## config.mk

```make
export PLATFORM = sky130hd
export DESIGN_NAME = prio_onehot_scatter
export DESIGN_NICKNAME = d
export VERILOG_FILES = /design/src/rtl/prio_onehot_pkg.sv /design/src/rtl/prio_lane_unpack.sv /design/src/rtl/prio_merge_node.sv /design/src/rtl/prio_merge_tree.sv /design/src/rtl/prio_onehot_decode.sv /design/src/rtl/prio_onehot_scatter.sv
export SDC_FILE = /design/constraint.sdc
export NUM_CORES = 1
export LEC_CHECK = 0
export BUFFER_PORTS_ARGS = -buffer_cell sky130_fd_sc_hd__buf_2
export CORE_MARGIN = 2
export CORE_UTILIZATION = 30
export DETAILED_ROUTE_END_ITERATION = 10
export PLACE_DENSITY = 0.73
export REMOVE_ABC_BUFFERS = 1
export SLEW_MARGIN = 20
export SYNTH_ARGS = -nofsm -noshare
export SYNTH_HDL_FRONTEND = slang
export SYNTH_SLANG_ARGS = --single-unit
export TNS_END_PERCENT = 5
```

## constraint.sdc

```tcl
create_clock -name vclk -period 9
set_input_delay 2.7 -clock vclk [all_inputs]
set_output_delay 2.7 -clock vclk [all_outputs]
set_load 0.02 [all_outputs]
```

## src/rtl/prio_onehot_pkg.sv

```systemverilog
package prio_onehot_pkg;
   localparam int unsigned LANES_MIN = 4;
   localparam int unsigned LANES_MAX = 64;

   // smallest power of two not below n
   function automatic int unsigned pow2_ceil(input int unsigned n);
      int unsigned p;
      p = 1;
      while (p < n) p = p << 1;
      return p;
   endfunction
endpackage

```

## src/rtl/prio_lane_unpack.sv

```systemverilog
module prio_lane_unpack
   import prio_onehot_pkg::*;
#(
   parameter int unsigned LANES      = 16,
   parameter int unsigned STRIDE     = 5,
   parameter int unsigned FIELD_LO   = 1,
   parameter int unsigned IDX_W      = 4,
   parameter bit          HIGH_FIRST = 1'b0
) (
   input  logic [LANES-1:0]        req_i,
   input  logic [LANES*STRIDE-1:0] lanes_i,
   output logic [LANES-1:0]        leaf_v_o,
   output logic [LANES*IDX_W-1:0]  leaf_idx_o
);
   // Leaf 0 is always the highest-priority lane.
   for (genvar k = 0; k < LANES; k++) begin : g_leaf
      localparam int unsigned SRC = HIGH_FIRST ? (LANES - 1 - k) : k;
      if (HIGH_FIRST) begin : g_rev
         assign leaf_v_o[k] = req_i[SRC];
         assign leaf_idx_o[k*IDX_W +: IDX_W] = lanes_i[SRC*STRIDE + FIELD_LO +: IDX_W];
      end else begin : g_fwd
         assign leaf_v_o[k] = req_i[k];
         assign leaf_idx_o[k*IDX_W +: IDX_W] = lanes_i[k*STRIDE + FIELD_LO +: IDX_W];
      end
   end
endmodule

```

## src/rtl/prio_merge_node.sv

```systemverilog
module prio_merge_node #(
   parameter int unsigned IDX_W = 4
) (
   input  logic             hi_v_i,
   input  logic [IDX_W-1:0] hi_idx_i,
   input  logic             lo_v_i,
   input  logic [IDX_W-1:0] lo_idx_i,
   output logic             v_o,
   output logic [IDX_W-1:0] idx_o
);
   logic pick_lo;
   assign pick_lo = ~hi_v_i & lo_v_i;
   assign v_o     = hi_v_i | lo_v_i;
   assign idx_o   = pick_lo ? lo_idx_i : hi_idx_i;
endmodule

```

## src/rtl/prio_merge_tree.sv

```systemverilog
module prio_merge_tree
   import prio_onehot_pkg::*;
#(
   parameter int unsigned LANES = 16,
   parameter int unsigned IDX_W = 4
) (
   input  logic [LANES-1:0]       leaf_v_i,
   input  logic [LANES*IDX_W-1:0] leaf_idx_i,
   output logic                   root_v_o,
   output logic [IDX_W-1:0]       root_idx_o
);
   localparam int unsigned SLOTS = pow2_ceil(LANES);
   localparam int unsigned NODES = 2 * SLOTS;

   // heap layout: node n has children 2n (higher priority) and 2n+1
   logic [NODES-1:1] node_v;
   logic [IDX_W-1:0] node_idx [NODES-1:1];

   for (genvar s = 0; s < SLOTS; s++) begin : g_slot
      if (s < LANES) begin : g_real
         assign node_v[SLOTS + s]   = leaf_v_i[s];
         assign node_idx[SLOTS + s] = leaf_idx_i[s*IDX_W +: IDX_W];
      end else begin : g_pad
         assign node_v[SLOTS + s]   = 1'b0;
         assign node_idx[SLOTS + s] = '0;
      end
   end

   for (genvar n = 1; n < SLOTS; n++) begin : g_node
      prio_merge_node #(.IDX_W(IDX_W)) u_node (
         .hi_v_i   (node_v[2*n]),
         .hi_idx_i (node_idx[2*n]),
         .lo_v_i   (node_v[2*n+1]),
         .lo_idx_i (node_idx[2*n+1]),
         .v_o      (node_v[n]),
         .idx_o    (node_idx[n])
      );
   end

   assign root_v_o   = node_v[1];
   assign root_idx_o = node_idx[1];
endmodule

```

## src/rtl/prio_onehot_decode.sv

```systemverilog
module prio_onehot_decode #(
   parameter int unsigned OUT_W = 16,
   parameter int unsigned IDX_W = 4
) (
   input  logic             en_i,
   input  logic [IDX_W-1:0] idx_i,
   output logic [OUT_W-1:0] onehot_o
);
   // stage b holds 2**b gated terms in its low bits
   logic [IDX_W:0][OUT_W-1:0] stage;

   assign stage[0][0] = en_i;
   for (genvar g = 1; g < OUT_W; g++) begin : g_s0_zero
      assign stage[0][g] = 1'b0;
   end

   for (genvar b = 0; b < IDX_W; b++) begin : g_stage
      localparam int unsigned HALF = 1 << b;
      for (genvar g = 0; g < HALF; g++) begin : g_term
         assign stage[b+1][g]        = stage[b][g] & ~idx_i[b];
         assign stage[b+1][g + HALF] = stage[b][g] &  idx_i[b];
      end
      for (genvar g = 2*HALF; g < OUT_W; g++) begin : g_zero
         assign stage[b+1][g] = 1'b0;
      end
   end

   assign onehot_o = stage[IDX_W];
endmodule

```

## src/rtl/prio_onehot_scatter.sv

```systemverilog
module prio_onehot_scatter
   import prio_onehot_pkg::*;
#(
   parameter int unsigned LANES      = 16,
   parameter int unsigned OUT_W      = 16,
   parameter int unsigned STRIDE     = 5,
   parameter int unsigned FIELD_LO   = 1,
   parameter bit          HIGH_FIRST = 1'b0
) (
   input  logic [LANES-1:0]        req_i,
   input  logic [LANES*STRIDE-1:0] lanes_i,
   output logic [OUT_W-1:0]        onehot_o
);
   localparam int unsigned IDX_W = $clog2(OUT_W);

   if (OUT_W < 2 || (1 << IDX_W) != OUT_W) begin : g_bad_width
      $error("prio_onehot_scatter: OUT_W must be a power of two of at least 2");
   end
   if (LANES < LANES_MIN || LANES > LANES_MAX) begin : g_bad_lanes
      $error("prio_onehot_scatter: LANES outside supported range");
   end
   if (FIELD_LO + IDX_W > STRIDE) begin : g_bad_field
      $error("prio_onehot_scatter: index field does not fit in a lane slot");
   end

   logic [LANES-1:0]       leaf_v;
   logic [LANES*IDX_W-1:0] leaf_idx;
   logic                   root_v;
   logic [IDX_W-1:0]       root_idx;

   prio_lane_unpack #(
      .LANES(LANES), .STRIDE(STRIDE), .FIELD_LO(FIELD_LO),
      .IDX_W(IDX_W), .HIGH_FIRST(HIGH_FIRST)
   ) u_unpack (
      .req_i      (req_i),
      .lanes_i    (lanes_i),
      .leaf_v_o   (leaf_v),
      .leaf_idx_o (leaf_idx)
   );

   prio_merge_tree #(.LANES(LANES), .IDX_W(IDX_W)) u_tree (
      .leaf_v_i   (leaf_v),
      .leaf_idx_i (leaf_idx),
      .root_v_o   (root_v),
      .root_idx_o (root_idx)
   );

   prio_onehot_decode #(.OUT_W(OUT_W), .IDX_W(IDX_W)) u_dec (
      .en_i     (root_v),
      .idx_i    (root_idx),
      .onehot_o (onehot_o)
   );
endmodule

```

# Word-level counts from Yosys, hierarchy flattened
# Cells that the tools add are included.
# totals
ff_bits,0
inputBits,96
elab_cells,94
# classes
mux,15
n_bitwise,79
# ops
op,count
4-bit two-way mux,15
1-bit AND,45
1-bit inverter,19
1-bit bitwise OR,15

# Longest topological paths before layout
# logic_depth
ltp_word,11
mapped_depth,9
ltp_nobuf,6

# By module
# A second synthesis with hierarchy kept.
# unflattened
hier_cells,193
area_unflattened_um2,1919.3
# by_module_without_submodules
mod,n_inst,cells_each,area_per_inst_um2,seq_area_each_um2
prio_merge_node,15,6,80.1,0.0
prio_lane_unpack,1,80,600.6,0.0
prio_onehot_decode,1,23,117.6,0.0

# Worst setup path after synthesis
# Ideal clock, no wire load.
# synth_timing
path_kind,input-to-output
start,in req_i[2]
end,out onehot_o[15]
t_arrival_ps,4830
required_ps,6300
slack_ps,1470
cell_stages,7
n_path_buf,2
path_cell_list,buf_2 -> nor4_4 -> nand2_1 -> or4_1 -> a21bo_1 -> buf_2 -> nor3b_1
# synth_via
elab_chain_cells,10
# synth_rtl
element,line_no,rtl
from (decl),prio_onehot_scatter.sv:10,"input logic [LANES-1:0] req_i,"
1-bit inverter or 1-bit bitwise OR (tied branches),"prio_merge_node.sv:12, prio_merge_node.sv:13",
1-bit AND or 1-bit bitwise OR (tied branches),"prio_merge_node.sv:12, prio_merge_node.sv:13",
4-bit two-way mux (tied with other cells) (2 in a row),prio_merge_node.sv:14,assign idx_o = pick_lo ? lo_idx_i : hi_idx_i;
4-bit two-way mux or 1-bit AND (tied branches),"prio_merge_node.sv:14, prio_merge_node.sv:12",
4-bit two-way mux,prio_merge_node.sv:14,
1-bit AND (3 in a row),prio_onehot_decode.sv:21,assign stage[b+1][g + HALF] = stage[b][g] & idx_i[b];
1-bit AND (*),prio_onehot_decode.sv:21,
to (decl),prio_onehot_scatter.sv:12,output logic [OUT_W-1:0] onehot_o
# Every way passes the cells marked *; elsewhere a longest branch is shown, timed or not.

# Worst setup path in the final report
# layout_timing
start,in req_i[4]
end,out onehot_o[15]
# layout_via
elab_chain_cells,10
# layout_rtl
element,line_no,rtl
1-bit inverter or 1-bit bitwise OR (tied branches),"prio_merge_node.sv:12, prio_merge_node.sv:13",
1-bit AND (tied with other cells),prio_merge_node.sv:12,assign pick_lo = ~hi_v_i & lo_v_i;
4-bit two-way mux (tied with other cells),prio_merge_node.sv:14,
4-bit two-way mux or 1-bit inverter (tied branches),"prio_merge_node.sv:14, prio_merge_node.sv:12",
4-bit two-way mux or 1-bit AND (tied branches),"prio_merge_node.sv:14, prio_merge_node.sv:12",
4-bit two-way mux,prio_merge_node.sv:14,
1-bit AND (3 in a row),prio_onehot_decode.sv:21,
1-bit AND (*),prio_onehot_decode.sv:21,
# Marks and branches as above.

==> impl_metrics.yaml <==
routing:
  routed_wl_mm: 3.246
  ant_nets: 0
  drc: 0
  wl_met1_mm: 1.497
  top_layer_used: "met3"
  dr.pass1.iters: 4
  drt_iter0_markers: 33
  wl_met2_mm: 1.533
  num_vias: 1440
  viasPerCell: 5.106
  met3_length_um: 216
  wire_per_inst_um: 11.51
cells_and_area:
  num-clock-buffers: 0
  design.seq.count: 0
  num_antenna_cells: 0
  drive_gt1_frac: 0.4706
  syn_to_final_growth_pct: 46.42
  seq_area_um2: 0
  nets: 336
setup_path:
  path_cells: "buf_2 -> nor4_2 -> nand2_1 -> or4_1 -> a21bo_1 -> nor3b_1 -> buf_2"
  crit_slowest_cell: "or4_1"
  criticalPathCategory: "primary input to primary output"
  end_kind: "primary output"
  worstPathMaxFanout: 14
  cp.arrival_ns: 4.91
  required_ns: 6.30
  crit_top_cell: "buf_2"
  critical-path-max-stage-delay_ns: 0.61
  start_kind: "primary input"
pwr:
  switching_power_uw: 36.01
  power_frac_comb: 1.000
  power_per_cell_area_mw_per_mm2: 45.86
  p_total_uw: 66.79
  p_leak_uw: 0.0006880
  pwr-share-seq: 0
  power.switching_fraction: 0.5391
  intPower_uw: 30.78
  pwr-share-clk: 0
  ir_worst_vdd_v: 0.00001963
place:
  io_buffers: 96
  gp_congestion: 0.7944
  place_ws_ns: 1.381
  hpwl_mm: 2.746
hold_path:
  hold_path_depth: 5
  hp-class: "primary input to primary output"
  min_from: "lanes_i[41]"
  min_to: "onehot_o[10]"
sta:
  relSlewSlack: 0.6723
  tightestPinTransition_ns: 0.4875
  rsz0062_at_grt: "no"
  hold_viol: 0
  min_period_ns: 7.605
  final_max_slew_viol_count: 0
  fin_crit_sh: 0.8450
  finalSetupViolCount: 0
  setup_tns_ns: 0
  max_freq_mhz: 131.5
  fin_ws_ns: 1.395
global_routing:
  gr-total-overflow: 0
  antenna_found_initial: 0
  grt_usage: 0.1561
  grt_pass1_vias: 1192
  grt_first_pass_wirelength_mm: 4.761
  grt_max_degree: 15
synth:
  syn_inst: 152
  ys_types: 49
  syn_avg_cell_area_um2: 6.544
  seq_area_frac_synth: 0
  synth_warnings: 0
  syn_area_um2: 994.7
flow_run:
  cap_viol_max_count: 0
floorplanning:
  pin_count: 112
  rows: 20
  die_w_um: 61.58
  dieArea_mm2: 0.003792
  coreArea_mm2: 0.003103
  initial_utilization: 0.3206
  die_y_um: 61.58
clock_tree:
  post_cts_buffers: 0
  cts_resized: 0
  postCtsHoldBufs: 0
status:
  status: "finished clean"
-- synthesized netlist by cell type (2+ instances only) --
library cell | count | area, um^2
buf_2 | 5 | 25.02
a41oi_1 | 2 | 17.52
o22ai_1 | 9 | 56.30
nand3b_1 | 7 | 52.55
a21oi_1 | 12 | 60.06
nor3b_2 | 2 | 25.02
nor3_1 | 13 | 65.06
inv_1 | 6 | 22.52
or4_1 | 2 | 15.01
nand2b_1 | 6 | 37.54
or2_2 | 2 | 12.51
nor2b_1 | 6 | 37.54
or4_4 | 2 | 22.52
nor3b_1 | 4 | 30.03
a31oi_1 | 4 | 25.02
nand2_1 | 18 | 67.56
o211ai_1 | 5 | 37.54
a211oi_1 | 2 | 15.01
buf_6 | 4 | 45.04
nor3_2 | 2 | 20.02
nor2_1 | 6 | 22.52
o21ai_0 | 5 | 25.02
o21ai_1 | 2 | 10.01
-- metal layers --
metal | vias up | global-route usage
met5 | - | 0
met4 | 0 | 0.006079
met3 | 0 | 0.004202
met2 | 55 | 0.2917
met1 | 621 | 0.2087
li1 | 764 | -
-- metrics by stage --
| stage | utilization | std cells | hold WS (ns) | instance area [um^2] |
|---|---|---|---|---|
| 6_report | 0.4694 | 282 | 6.083 | 1456 |
| 3_3_place_gp | 0.4694 | 282 | 6.082 | 1456 |
| 4_1_cts | 0.4694 | 282 | 6.092 | 1456 |
| 5_1_grt | 0.4694 | 282 | 6.115 | 1456 |
| 2_1_floorplan | - | 142 | 5.823 | 920.9 |
| 3_5_place_dp | 0.4694 | 282 | 6.089 | 1456 |
-- power groups by stage --
stage / clock network (uW) / logic, uW / registers (uW)
finish: 0 / 66.8 / 0
CTS: 0 / 67.0 / 0
global route: 0 / 74.6 / 0
floorplan: 0 / 35.5 / 0
global placement: 0 / 66.0 / 0
detailed placement: 0 / 66.8 / 0
-- layout by cell type (no fill, tap or decap), types with 4 or more instances in the layout --
| master | count |
|---|---|
| nor3b_1 | 4 |
| a31oi_1 | 4 |
| nand3b_1 | 7 |
| buf_2 | 96 |
| o22ai_1 | 9 |
| o21ai_0 | 5 |
| nand2b_1 | 6 |
| nor2b_1 | 6 |
| inv_1 | 6 |
| o211ai_1 | 5 |
| nor2_1 | 6 |
| nor3_1 | 13 |
| a21oi_1 | 12 |
| nand2_1 | 18 |
-- kinds of logic after synthesis --
group / Yosys count / share of synthesized area
AND/OR/NAND/NOR: 80 / 0.5094
AO/OA/AOI/OAI: 56 / 0.3937
buffers and inverters: 16 / 0.09684
-- worst max-delay path: cells and delay by family --
family          cells  cell delay [ns]
compound gates      1             0.29
simple gates        4             1.55
buf+inv             2             0.36
-- layout make-up --
| class | count | area [um^2] |
|---|---|---|
| multi-input combinational | 136 | 898.4 |
| timing repair buffer | 96 | 480.5 |
| inverter | 6 | 22.52 |
| tap | 44 | 55.05 |
| fill | 353 | 1647 |
-- worst max path at each step --
stage,start,endpoint,cells past startpoint
after floorplan,req_i[4],onehot_o[0],5
after global placement,req_i[4],onehot_o[15],7
after detailed placement,req_i[4],onehot_o[15],7
after CTS,req_i[4],onehot_o[15],7
after global routing,req_i[4],onehot_o[15],7
final,req_i[4],onehot_o[15],7
(Power assumes the default switching activity.)
